**config.mk**
```make
export PLATFORM = sky130hd
export DESIGN_NAME = post_code_display
export DESIGN_NICKNAME = d
export VERILOG_FILES = /design/src/rtl/post_disp_pkg.sv /design/src/rtl/post_port_match.sv /design/src/rtl/post_code_latch.sv /design/src/rtl/post_route_decode.sv /design/src/rtl/post_seg_bank.sv /design/src/rtl/post_code_display.sv
export SDC_FILE = /design/constraint.sdc
export NUM_CORES = 1
export LEC_CHECK = 0
export BUFFER_PORTS_ARGS = -buffer_cell sky130_fd_sc_hd__buf_4
export CORE_ASPECT_RATIO = 1.5
export CORE_UTILIZATION = 56
export CTS_BUF_LIST = sky130_fd_sc_hd__clkbuf_16
export DETAILED_ROUTE_END_ITERATION = 10
export GPL_ROUTABILITY_DRIVEN = 0
export GPL_TIMING_DRIVEN = 1
export HOLD_SLACK_MARGIN = 0.06
export PLACE_DENSITY = 0.9
export SYNTH_ARGS = -nofsm -noshare
export SYNTH_HDL_FRONTEND = slang
export SYNTH_SLANG_ARGS = --single-unit
```
**constraint.sdc**
```tcl
create_clock -name clk -period 4.3 [get_ports clk]
set_input_delay 0.645 -clock clk [delete_from_list [all_inputs] [get_ports clk]]
set_output_delay 0.645 -clock clk [all_outputs]
set_load 0.005 [all_outputs]
```
**src/rtl/post_disp_pkg.sv**
```systemverilog
package post_disp_pkg;

  localparam int NIBBLE_W = 4;
  localparam int SEG_W    = 7;

  typedef enum logic [1:0] {
    XFER_NONE = 2'd0,
    XFER_BYTE = 2'd1,
    XFER_WORD = 2'd2
  } xfer_e;

  // Byte-enable pattern to transfer kind; an upper-only lane is not a checkpoint.
  function automatic xfer_e classify_be(input logic [1:0] be);
    case (be)
      2'b11:   return XFER_WORD;
      2'b01:   return XFER_BYTE;
      default: return XFER_NONE;
    endcase
  endfunction

  // Active-low segments, bit0 = a ... bit6 = g.
  function automatic logic [SEG_W-1:0] hex_to_seg_n(input logic [NIBBLE_W-1:0] n);
    logic [SEG_W-1:0] lit;
    case (n)
      4'h0: lit = 7'h3F;
      4'h1: lit = 7'h06;
      4'h2: lit = 7'h5B;
      4'h3: lit = 7'h4F;
      4'h4: lit = 7'h66;
      4'h5: lit = 7'h6D;
      4'h6: lit = 7'h7D;
      4'h7: lit = 7'h07;
      4'h8: lit = 7'h7F;
      4'h9: lit = 7'h6F;
      4'hA: lit = 7'h77;
      4'hB: lit = 7'h7C;
      4'hC: lit = 7'h39;
      4'hD: lit = 7'h5E;
      4'hE: lit = 7'h79;
      default: lit = 7'h71;
    endcase
    return ~lit;
  endfunction

  function automatic logic nibble_over(input logic [NIBBLE_W-1:0] v,
                                       input logic [NIBBLE_W-1:0] limit);
    return v > limit;
  endfunction

endpackage

```
**src/rtl/post_port_match.sv**
```systemverilog
module post_port_match
  import post_disp_pkg::*;
#(
  parameter int                ADDR_W   = 16,
  parameter logic [ADDR_W-1:0] PRI_PORT = 16'h0080,
  parameter logic [ADDR_W-1:0] ALT_PORT = 16'h0300
) (
  input  logic              clk,
  input  logic              rst,
  input  logic [ADDR_W-1:0] io_addr,
  input  logic [1:0]        io_be,
  input  logic              io_wr,
  input  logic              alt_port_sel,
  output logic              hit_byte,
  output logic              hit_word
);

  logic [ADDR_W-1:0] target_port;
  logic              addr_hit;
  xfer_e             kind;

  assign target_port = alt_port_sel ? ALT_PORT : PRI_PORT;
  assign addr_hit    = io_wr && (io_addr == target_port);
  assign kind        = classify_be(io_be);
  assign hit_byte    = addr_hit && (kind == XFER_BYTE);
  assign hit_word    = addr_hit && (kind == XFER_WORD);


  hit_kind_excl_chk: assert property (@(posedge clk) disable iff (rst)
    $onehot0({hit_byte, hit_word}));


  hit_needs_strobe_chk: assert property (@(posedge clk) disable iff (rst)
    (hit_byte || hit_word) |-> io_wr);

endmodule

```
**src/rtl/post_code_latch.sv**
```systemverilog
module post_code_latch #(
  parameter int DATA_W = 16
) (
  input  logic              clk,
  input  logic              rst,
  input  logic              hit_byte,
  input  logic              hit_word,
  input  logic [DATA_W-1:0] wdata,
  output logic [DATA_W-1:0] code,
  output logic              word_valid
);

  localparam int LO_W = DATA_W / 2;

  always_ff @(posedge clk) begin
    if (rst) begin
      code       <= '0;
      word_valid <= 1'b0;
    end else if (hit_word) begin
      code       <= wdata;
      word_valid <= 1'b1;
    end else if (hit_byte) begin
      code[LO_W-1:0] <= wdata[LO_W-1:0];
      word_valid     <= 1'b0;
    end
  end


  hold_value_chk: assert property (@(posedge clk) disable iff (rst)
    (!hit_byte && !hit_word) |=> ($stable(code) && $stable(word_valid)));


  word_load_chk: assert property (@(posedge clk) disable iff (rst)
    hit_word |=> (word_valid && code == $past(wdata)));


  byte_keep_hi_chk: assert property (@(posedge clk) disable iff (rst)
    hit_byte |=> (!word_valid
                  && code[DATA_W-1:LO_W] == $past(code[DATA_W-1:LO_W])
                  && code[LO_W-1:0] == $past(wdata[LO_W-1:0])));


  reset_clear_chk: assert property (@(posedge clk)
    rst |=> (code == '0 && !word_valid));

endmodule

```
**src/rtl/post_route_decode.sv**
```systemverilog
module post_route_decode
  import post_disp_pkg::*;
#(
  parameter logic [NIBBLE_W-1:0] FUNC_MAX = 4'd7,
  parameter logic [NIBBLE_W-1:0] BUS_MAX  = 4'd5
) (
  input  logic                clk,
  input  logic                rst,
  input  logic [7:0]          hi_byte,
  input  logic                word_valid,
  output logic [NIBBLE_W-1:0] func_idx,
  output logic [NIBBLE_W-1:0] bus_idx,
  output logic                route_invalid
);

  logic func_bad;
  logic bus_bad;

  assign func_idx      = hi_byte[7:4];
  assign bus_idx       = hi_byte[3:0];
  assign func_bad      = nibble_over(func_idx, FUNC_MAX);
  assign bus_bad       = nibble_over(bus_idx, BUS_MAX);
  assign route_invalid = word_valid && (func_bad || bus_bad);


  legal_route_quiet_chk: assert property (@(posedge clk) disable iff (rst)
    (func_idx <= FUNC_MAX && bus_idx <= BUS_MAX) |-> !route_invalid);

endmodule

```
**src/rtl/post_seg_bank.sv**
```systemverilog
module post_seg_bank
  import post_disp_pkg::*;
#(
  parameter int NUM_DIGITS = 4
) (
  input  logic [NUM_DIGITS*NIBBLE_W-1:0] value,
  output logic [NUM_DIGITS*SEG_W-1:0]    seg_n
);

  for (genvar g = 0; g < NUM_DIGITS; g++) begin : g_digit
    assign seg_n[g*SEG_W +: SEG_W] = hex_to_seg_n(value[g*NIBBLE_W +: NIBBLE_W]);
  end

endmodule

```
**src/rtl/post_code_display.sv**
```systemverilog
module post_code_display
  import post_disp_pkg::*;
#(
  parameter int                ADDR_W     = 16,
  parameter logic [ADDR_W-1:0] PRI_PORT   = 16'h0080,
  parameter logic [ADDR_W-1:0] ALT_PORT   = 16'h0300,
  parameter int                NUM_DIGITS = 4
) (
  input  logic                        clk,
  input  logic                        rst,
  input  logic [ADDR_W-1:0]           io_addr,
  input  logic [15:0]                 io_data,
  input  logic [1:0]                  io_be,
  input  logic                        io_wr,
  input  logic                        alt_port_sel,
  output logic [15:0]                 code_out,
  output logic                        word_valid,
  output logic [3:0]                  func_idx,
  output logic [3:0]                  bus_idx,
  output logic                        route_invalid,
  output logic [NUM_DIGITS*SEG_W-1:0] seg_n
);

  localparam int DATA_W  = 16;
  localparam int SHOWN_W = NUM_DIGITS * NIBBLE_W;

  logic hit_byte;
  logic hit_word;

  post_port_match #(
    .ADDR_W  (ADDR_W),
    .PRI_PORT(PRI_PORT),
    .ALT_PORT(ALT_PORT)
  ) u_match (
    .clk         (clk),
    .rst         (rst),
    .io_addr     (io_addr),
    .io_be       (io_be),
    .io_wr       (io_wr),
    .alt_port_sel(alt_port_sel),
    .hit_byte    (hit_byte),
    .hit_word    (hit_word)
  );

  post_code_latch #(.DATA_W(DATA_W)) u_latch (
    .clk       (clk),
    .rst       (rst),
    .hit_byte  (hit_byte),
    .hit_word  (hit_word),
    .wdata     (io_data),
    .code      (code_out),
    .word_valid(word_valid)
  );

  post_route_decode u_route (
    .clk          (clk),
    .rst          (rst),
    .hi_byte      (code_out[15:8]),
    .word_valid   (word_valid),
    .func_idx     (func_idx),
    .bus_idx      (bus_idx),
    .route_invalid(route_invalid)
  );

  post_seg_bank #(.NUM_DIGITS(NUM_DIGITS)) u_segs (
    .value(code_out[SHOWN_W-1:0]),
    .seg_n(seg_n)
  );


  invalid_needs_word_chk: assert property (@(posedge clk) disable iff (rst)
    route_invalid |-> word_valid);

endmodule

```
==> results of run 1 <==
## power by group through the flow
stage	clock network, mW	logic [mW]	registers (mW)
global route	0.448	0.0560	0.416
CTS	0.426	0.0516	0.417
global placement	0	0.0499	0.426
detailed placement	0	0.0513	0.426
floorplan	0	0.0174	0.426
finish	0.425	0.0519	0.417
## metrics by stage
stage | instances | utilization, % | power (mW)
after floorplan | 340 | - | 0.443
after global placement | 479 | 70.8 | 0.476
after detailed placement | 479 | 70.8 | 0.477
after CTS | 487 | 74.0 | 0.894
after global routing | 487 | 74.0 | 0.920
final | 487 | 74.0 | 0.893
## worst min-delay path: cells and delay by family, from the launching register on
family           cells  cell delay [ps]
flip-flops           1              310
AO/OA/AOI/OAI        1               70
AND/OR/NAND/NOR      1               80
## per-layer routing
layer  share of wire [%]  GRT usage, %  up-vias
met3                 4.1          4.56       21
met4                 3.8          13.3        0
met2                  54          44.7       87
met1                  38          26.5     1214
li1                    -             -     1303
met5                   0             0        -
## area by class of cell
class,instances,area [sq um]
multi-input cells,220,1750
fillers,404,1330
flip-flops and latches,45,901
repair buffers,92,691
inverters,54,203
clock buffers,5,125
well taps,68,85.1
clock inverters,3,37.5
## layout by cell type, fill, tap and decap left out, drive strengths merged, types with 4 or more instances in the layout
| master | instances |
|---|---|
| mux2 | 7 |
| nor2b | 11 |
| a21oi | 14 |
| buf | 92 |
| nor4b | 5 |
| nand4b | 7 |
| mux2i | 38 |
| nand2 | 11 |
| nor2 | 20 |
| dfxtp | 45 |
| o21ai | 7 |
| clkbuf | 5 |
| inv | 55 |
| ha | 28 |
| nand2b | 10 |
| nor3 | 7 |
| nor3b | 14 |
| a211oi | 4 |
## cell families (layout without fill, tap and decap cells)
group / Yosys count / after routing / share of synthesized area [%]
compound gates: 48 / 48 / 10.9
fa+ha+maj: 28 / 28 / 11.8
simple gates: 99 / 99 / 20.4
flops: 45 / 45 / 30.2
buf+inv: 75 / 154 / 11.0
mux: 45 / 45 / 15.7
## worst paths after layout
check                                                  start                      endpoint  slack, ps  cells past startpoint
worst max-delay path                             io_addr[12]                      register        960                     11
worst min-delay path            u_latch.code[5]$_SDFFE_PP0N_  u_latch.code[5]$_SDFFE_PP0N_        510                      2
worst max register to register  u_latch.code[5]$_SDFFE_PP0N_                      register       2300                      6
worst min register to register  u_latch.code[5]$_SDFFE_PP0N_  u_latch.code[5]$_SDFFE_PP0N_        510                      2
==> impl_results.md, run 1 <==
- Outcome: finished clean
- Synth top area cells: dfxtp_1 30%, mux2i_1 12%, ha_1 12%
- Startpoint Class: input port
- Clock tree buffer depth: 2
- Synth Flop Type: dfxtp_1
- Routed Antenna Nets: 0
- Logic gate share of total power: 5.8%
- Post-Syn Area: 2980 sq um
- EDFF count, synth: 0
- Share of layout cells above drive strength 1: 27.0%
- Port buffer count: 91
- Crit path max-delay family: simple AND/OR/NAND/NOR gates
- Unrepaired setup endpoints after global routing: false
- Placed Instance Area: 3630 sq um
- Netlist cell types: 48
- Crit path required time: 4520 ps
- Min-Delay Path Class: reg2reg
- CORE AREA: 5120 sq um
- Post-cts sizing count: 0
- CP Class: in2reg
- CTS Hold Bufs: 0
- Synthesized area per cell: 8.76 sq um
- Clk Latency, worst-skew pair: 280 ps
- CTS Root Cell: clkbuf_16
- Warnings from Yosys: 0
- Pre-antenna DRT Iters: 4
- Sequential share of the synthesized area: 30.2%
- Final net count: 484
- GRT Total Usage: 25.2%
- H-tree levels: 2
- Initial core utilization: 58.1%
- Worst-case vdd ir drop: 0.000265 V
- Slew HR: 23.0%
- Drt initial violations: 122
- CP Buf/Inv Count: 2
- Final WL: 6660 um
- DP Worst Slack: 641 ps
- CP Cell Sequence: buf_4 > nor4b_1 > and4_1 > and3_1 > nand2_1 > a21oi_1 > inv_1 > ha_1 > mux2_2 > o21ai_0 > o32a_1
- # clock sinks: 45
- Sw Share: 19.7%
- Asr flop ratio synth: 0%
- Final Instance Area: 3790 sq um
- Net Count, Synth: 406
- Initial antenna violation count: 0
- Post-synth top area share: 30.2%
- Pleak: 1.95 nW
- Post-CTS Setup Bufs: 0
- Crit path largest cell delay: 540 ps
- Clock power frac: 47.5%
- Power per cell area: 236 nW/um^2
- Die height: 91.3 um
- First-pass GRT wire length: 10900 um
- Pins Over Slew Limit: 0
- Count leader, synth: inv_1
- Setup crit end kind: register
- Mapped Cells: 340
- Synthesis-stage register bit count: 45
- Final hold viol count: 0
- Flop pwr share: 46.6%
- CP max-delay cell: and3_1
- Fin crit period: 3340 ps
- Total number of vias: 2625
- CTS buffer count: 5
- Die width: 61.6 um
- Vias per inst: 5.39
- Setup tns final: 0 ps
- Sw Pwr: 0.176 mW
- Setup ws final: 957 ps
- CTS tree: built
- Synth top cells by count: 53 x inv_1, 45 x dfxtp_1, 37 x mux2i_1, 28 x ha_1, 20 x nor2_1
- Synth area leader: dfxtp_1
- Max FO, Critical Path: 10
- Number of cell rows: 32
- Worst Hold Slack: 508 ps
- Crit path arrival time: 3570 ps
- Drt wl/cell: 13.7 um
- Largest net degree at the start of global routing: 55
- Cell Int Power: 0.717 mW
- Highest clock rate: 299 MHz
- GRT overflow: 0
- Vias in the first global route: 2541
- Die ar.: 5620 sq um
- Max Cap Viol: 0
- Worst clock skew: 2.61 ps
- Clock slew at reported path FFs: 60 ps
- Number of remaining DRC errors: 0
- DP Wirelength: 5140 um
- Fin crit share: 77.7%
- IO Pins: 92
- Number of diodes: 0
- Slew @ Worst Pin: 1140 ps
- Final setup viols: 0
- Synthesis-to-finish area growth: 27.3%
Note: power is estimated with default switching activity, not from simulation.
==> run 2: changes to the inputs <==
--- a/config.mk
+++ b/config.mk
@@ -7,13 +7,13 @@
 export LEC_CHECK = 0
 export BUFFER_PORTS_ARGS = -buffer_cell sky130_fd_sc_hd__buf_4
 export CORE_ASPECT_RATIO = 1.5
-export CORE_UTILIZATION = 56
+export CORE_UTILIZATION = 47
 export CTS_BUF_LIST = sky130_fd_sc_hd__clkbuf_16
 export DETAILED_ROUTE_END_ITERATION = 10
 export GPL_ROUTABILITY_DRIVEN = 0
 export GPL_TIMING_DRIVEN = 1
 export HOLD_SLACK_MARGIN = 0.06
-export PLACE_DENSITY = 0.9
+export PLACE_DENSITY = 0.81
 export SYNTH_ARGS = -nofsm -noshare
 export SYNTH_HDL_FRONTEND = slang
 export SYNTH_SLANG_ARGS = --single-unit
==> constraint.sdc (replaced) <==
create_clock -name clk -period 3 [get_ports clk]
set_input_delay 0.45 -clock clk [delete_from_list [all_inputs] [get_ports clk]]
set_output_delay 0.45 -clock clk [all_outputs]
set_load 0.005 [all_outputs]
==> impl_results.md, run 2 (synthesized netlist as in run 1, its figures left out) <==
- Initial core utilization: 48.6% (-9.5 points)
- Commonest non-fill, non-tap cell in the layout: buf_4
- H-tree levels: 2 (unchanged)
- Drt wl/cell: 13.6 um (-0.54%)
- First-pass GRT wire length: 11100 um (+1.3%)
- CTS tree: built
- Final setup viols: 0 (unchanged)
- Setup crit end kind: register
- Min-Delay Path Class: in2reg
- GRT Total Usage: 21.4% (-3.8 points)
- Layout filler cell count: 548 (+36%)
- Post-cts sizing count: 0 (unchanged)
- CORE AREA: 6130 sq um (+20%)
- Drt initial violations: 108 (-11%)
- GRT overflow: 0 (unchanged)
- Clk Latency, worst-skew pair: 280 ps (about the same)
- Vias per inst: 5.22 (-3.1%)
- Highest clock rate: 364 MHz
- Post-layout util: 63.0% (-11 points)
- CP Class: in2reg
- Initial antenna violation count: 0 (unchanged)
- Placed Instance Area: 3720 sq um (+2.5%)
- Outcome: finished clean
- Clock slew at reported path FFs: 60 ps (about the same)
- Startpoint Class: input port
- Final WL: 6850 um (+2.9%)
- Non-filler cells, final: 504 (+3.5%)
- CTS Root Cell: clkbuf_16
- DP Worst Slack: -51.0 ps (-692 ps)
- Routed Antenna Nets: 0 (unchanged)
- Worst-case vdd ir drop: 0.000197 V (-26%)
- Max Cap Viol: 0 (unchanged)
- Die height: 99.5 um (+9.0%)
- Power per cell area: 312 nW/um^2 (+33%)
- CTS Hold Bufs: 0 (unchanged)
- Reg-to-Reg Start: u_latch.code[5]$_SDFFE_PP0N_
- Crit path required time: 3170 ps (-1350 ps)
- Number of diodes: 0 (unchanged)
- CP startpoint: io_addr[8]
- Fin crit period: 2750 ps
- Unrepaired setup endpoints after global routing: false
- Final net count: 495 (+2.3%)
- Commonest cells after routing, fill and taps aside: 103 x buf_4, 53 x inv_1, 45 x dfxtp_1, 37 x mux2i_1, 28 x ha_1
- Share of layout cells above drive strength 1: 29.1% (+2.1 points)
- Pre-antenna DRT Iters: 4 (unchanged)
- Pleak: 1.99 nW (+2.2%)
- Pins Over Slew Limit: 0 (unchanged)
- Slew HR: 27.2% (+4.2 points)
- Clock tree buffer depth: 2 (unchanged)
- Vias in the first global route: 2510 (-1.2%)
- Post-Place Cells: 496 (+3.5%)
- Post-CTS Setup Bufs: 0 (unchanged)
- Synthesis-to-finish area growth: 29.6%
- Setup ws final: 254 ps (-703 ps)
- Die ar.: 6670 sq um (+19%)
- Fin crit share: 91.5%
- IO Pins: 92 (unchanged)
- Total number of vias: 2632 (+0.27%)
- Max FO, Critical Path: 10 (unchanged)
- Largest net degree at the start of global routing: 55 (unchanged)
- Worst Hold Slack: 459 ps (-49.0 ps)
- Die width: 67.0 um (+8.9%)
- Slew @ Worst Pin: 1080 ps (-61.7 ps)
- # clock sinks: 45 (unchanged)
- CTS buffer count: 5 (unchanged)
- Final hold viol count: 0 (unchanged)
- Crit path arrival time: 2920 ps (-650 ps)
- Final Instance Area: 3860 sq um (+1.8%)
- DP Wirelength: 5450 um (+6.0%)
- Port buffer count: 91 (unchanged)
- Number of cell rows: 35 (+9.4%)
- Worst clock skew: 4.65 ps (+2.04 ps)
- Worst hold start: io_data[13]
- Number of remaining DRC errors: 0 (unchanged)
run 2: cell count changes in the layout (fill, tap and decap cells not counted), sizes merged:
cell / previous run / this run
clkinv: 1 / 3
inv: 55 / 54
buf: 92 / 103
bufinv: 1 / 0
run 2: worst paths after layout:
check | endpoint | slack [ps] | cells past startpoint
worst min register to register | u_latch.code[5]$_SDFFE_PP0N_ | 500 | 2
worst min-delay path | u_latch.code[13]$_SDFFE_PP0N_ | 460 | 3
worst max register to register | register | 1100 | 6
worst max-delay path | register | 250 | 10
run 2: layer usage:
layer	part of all wire (%)	global-route usage (%)	vias to the layer above
met4	2.0	8.35	0
met2	55	40.3	68
met1	40	23.0	1227
li1	-	-	1327
met5	0	0	-
met3	3.7	2.87	10
run 2: area by class of cell:
cell class                      instances  area [sq um]  share of cell area (%)
Multi-Input combinational cell        220          1750                    45.3
Sequential cell                        45           901                    23.3
Timing Repair Buffer                  103           773                    20.0
Inverter                               54           203                    5.25
Clock buffer                            5           125                    3.24
Tap cell                               74          92.6                    2.40
Clock inverter                          3          17.5                   0.454
run 2: metrics by stage:
stage | power [mW] | setup TNS (ps)
after global placement | 0.683 | 0
after floorplan | 0.636 | 0
after global routing | 1.25 | 0
after CTS | 1.22 | 0
after detailed placement | 0.686 | -51.0
final | 1.21 | 0
run 2: worst max-delay path: stages:
cell	delay (ps)
buf_4	110
or4b_4	560
nand2_4	140
nand3_1	320
mux2i_1	240
nor2_1	250
inv_1	120
ha_1	300
mux2_4	260
a22o_1	170
run 2: report_power, final:
group / leakage, nW / internal (mW) / switching [mW]
Combinational: 1.56 / 0.0434 / 0.0317
Sequential: 0.363 / 0.597 / 0.00000134
Clock: 0.0712 / 0.306 / 0.228
Total: 1.99 / 0.946 / 0.260
==> run 3: changes to the inputs <==
--- a/config.mk
+++ b/config.mk
@@ -10,10 +10,11 @@
 export CORE_UTILIZATION = 47
 export CTS_BUF_LIST = sky130_fd_sc_hd__clkbuf_16
 export DETAILED_ROUTE_END_ITERATION = 10
-export GPL_ROUTABILITY_DRIVEN = 0
 export GPL_TIMING_DRIVEN = 1
 export HOLD_SLACK_MARGIN = 0.06
 export PLACE_DENSITY = 0.81
+export RECOVER_POWER = 100
 export SYNTH_ARGS = -nofsm -noshare
 export SYNTH_HDL_FRONTEND = slang
 export SYNTH_SLANG_ARGS = --single-unit
+export TNS_END_PERCENT = 1
==> impl_results.md, run 3 (synthesized netlist as in run 1, its figures left out) <==
- Outcome: finished clean
- Final Instance Area: 3820 sq um (-1.2%)
- Port buffer count: 91 (unchanged)
- Power per cell area: 316 nW/um^2 (+1.1%)
- Final Power: 1.21 mW (about the same)
- GRT overflow: 0 (unchanged)
- CTS Root Cell: clkbuf_16
- Unrepaired setup endpoints after global routing: false
- DP Wirelength: 5450 um (unchanged)
- CTS tree: built
- Highest clock rate: 356 MHz (-2.2%)
- Pre-antenna DRT Iters: 4 (unchanged)
- Placed Instance Area: 3720 sq um (unchanged)
- Final setup viols: 0 (unchanged)
- Drt initial violations: 109 (+0.93%)
- Commonest cells after routing, fill and taps aside: 54 x inv_1, 54 x clkbuf_4, 45 x dfxtp_1, 40 x buf_4, 38 x mux2i_1
- Initial core utilization: 48.6% (unchanged)
- Total number of vias: 2628 (-0.15%)
- Die ar.: 6670 sq um (unchanged)
- Die height: 99.5 um (unchanged)
- Post-cts sizing count: 0 (unchanged)
- GRT Total Usage: 21.4% (unchanged)
- Number of diodes: 0 (unchanged)
- CP Class: in2reg
- Crit path arrival time: 2980 ps (+60 ps)
- Clock tree buffer depth: 2 (unchanged)
- Min-Delay Path Class: in2reg
- Pleak: 1.93 nW (-3.2%)
- Reg2Reg Depth: 6 (unchanged)
- Initial antenna violation count: 0 (unchanged)
- Worst hold start: io_data[13]
- Number of remaining DRC errors: 0 (unchanged)
- GPL Wtd Cong: 0.875
- Setup ws final: 194 ps (-60.6 ps)
- Non-filler cells, final: 504 (unchanged)
- CTS buffer count: 5 (unchanged)
- Share of layout cells above drive strength 1: 26.0% (-3.0 points)
- Setup crit end kind: register
- Fin crit share: 93.5% (+2.0 points)
- Startpoint Class: input port
- Clk Latency, worst-skew pair: 280 ps (about the same)
- Die width: 67.0 um (unchanged)
- Reg-to-Reg Start: u_latch.code[5]$_SDFFE_PP0N_
- Vias per inst: 5.21 (-0.15%)
- Vias in the first global route: 2510 (unchanged)
- Final WL: 6840 um (-0.25%)
- Worst Hold Slack: 459 ps (+0.162 ps)
- Drt wl/cell: 13.6 um (-0.25%)
- # clock sinks: 45 (unchanged)
- Final hold viol count: 0 (unchanged)
- Reg2reg setup slack: 1090 ps (about the same)
- DP Worst Slack: -51.0 ps (unchanged)
- Hold EP: u_latch.code[13]$_SDFFE_PP0N_
- Largest net degree at the start of global routing: 55 (unchanged)
- Hold path cells: 3 (unchanged)
- CP startpoint: io_addr[8]
- Routed Antenna Nets: 0 (unchanged)
- Max Cap Viol: 0 (unchanged)
- Setup tns final: 0 ps (unchanged)
- Worst-case vdd ir drop: 0.000196 V (-0.62%)
- Worst clock skew: 6.12 ps (+1.47 ps)
- Crit path required time: 3170 ps (about the same)
- Number of cell rows: 35 (unchanged)
- H-tree levels: 2 (unchanged)
- Post-CTS Setup Bufs: 0 (unchanged)
- CTS Hold Bufs: 0 (unchanged)
- Slew @ Worst Pin: 1060 ps (-24.4 ps)
- Synthesis-to-finish area growth: 28.1%
- First-pass GRT wire length: 11100 um (unchanged)
- CORE AREA: 6130 sq um (unchanged)
- IO Pins: 92 (unchanged)
- Post-layout util: 62.2% (-0.73 points)
- Final net count: 495 (unchanged)
- Pins Over Slew Limit: 0 (unchanged)
- Slew HR: 28.8% (+1.6 points)
- Post-Place Cells: 496 (unchanged)
- Fin crit period: 2810 ps (+60.6 ps)
- Clock slew at reported path FFs: 60 ps (about the same)
- Max FO, Critical Path: 10 (unchanged)
## run 3: cell types whose count changed in the layout (fill, tap and decap cells not counted), sizes merged
cell / delta
buf: -63
clkbuf: +63
## run 3: where the power goes
group	internal (mW)	switching, mW	total, mW	leakage, nW
combinational	0.0427	0.0315	0.0742	1.49
clock	0.306	0.229	0.534	0.0712
sequential	0.597	0.00000132	0.597	0.363
total	0.946	0.260	1.21	1.93
## run 3: worst max-delay path, stage by stage
cell and delay [ps]:
clkbuf_4 110, or4b_1 600, nand2_4 160, nand3_1 320, mux2i_1 240, nor2_1 250
inv_1 110, ha_1 300, mux2_4 260, a22o_1 170
## run 3: routing by layer
layer	routed length (um)	share of wire, %	up-vias	track usage [%]
met5	0	0	-	0
met4	154	2.3	0	8.35
met2	3690	54	69	40.3
met3	236	3.5	13	2.87
met1	2750	40	1220	23.0
li1	-	-	1326	-
## run 3: cell type report
cell class / count / area, sq um
Clock buffer: 5 / 125
Clock inverter: 3 / 17.5
Fill cell: 560 / 2310
Inverter: 54 / 203
Multi-Input combinational cell: 220 / 1740
Sequential cell: 45 / 901
Tap cell: 74 / 92.6
Timing Repair Buffer: 103 / 739
## run 3: worst max path at each step
stage / cells after the start / end / slack, ps
after floorplan: 11 / register / 240
after global placement: 11 / register / 70
after detailed placement: 10 / register / -50
after CTS: 10 / register / 250
after global routing: 10 / register / 70
final: 10 / register / 190
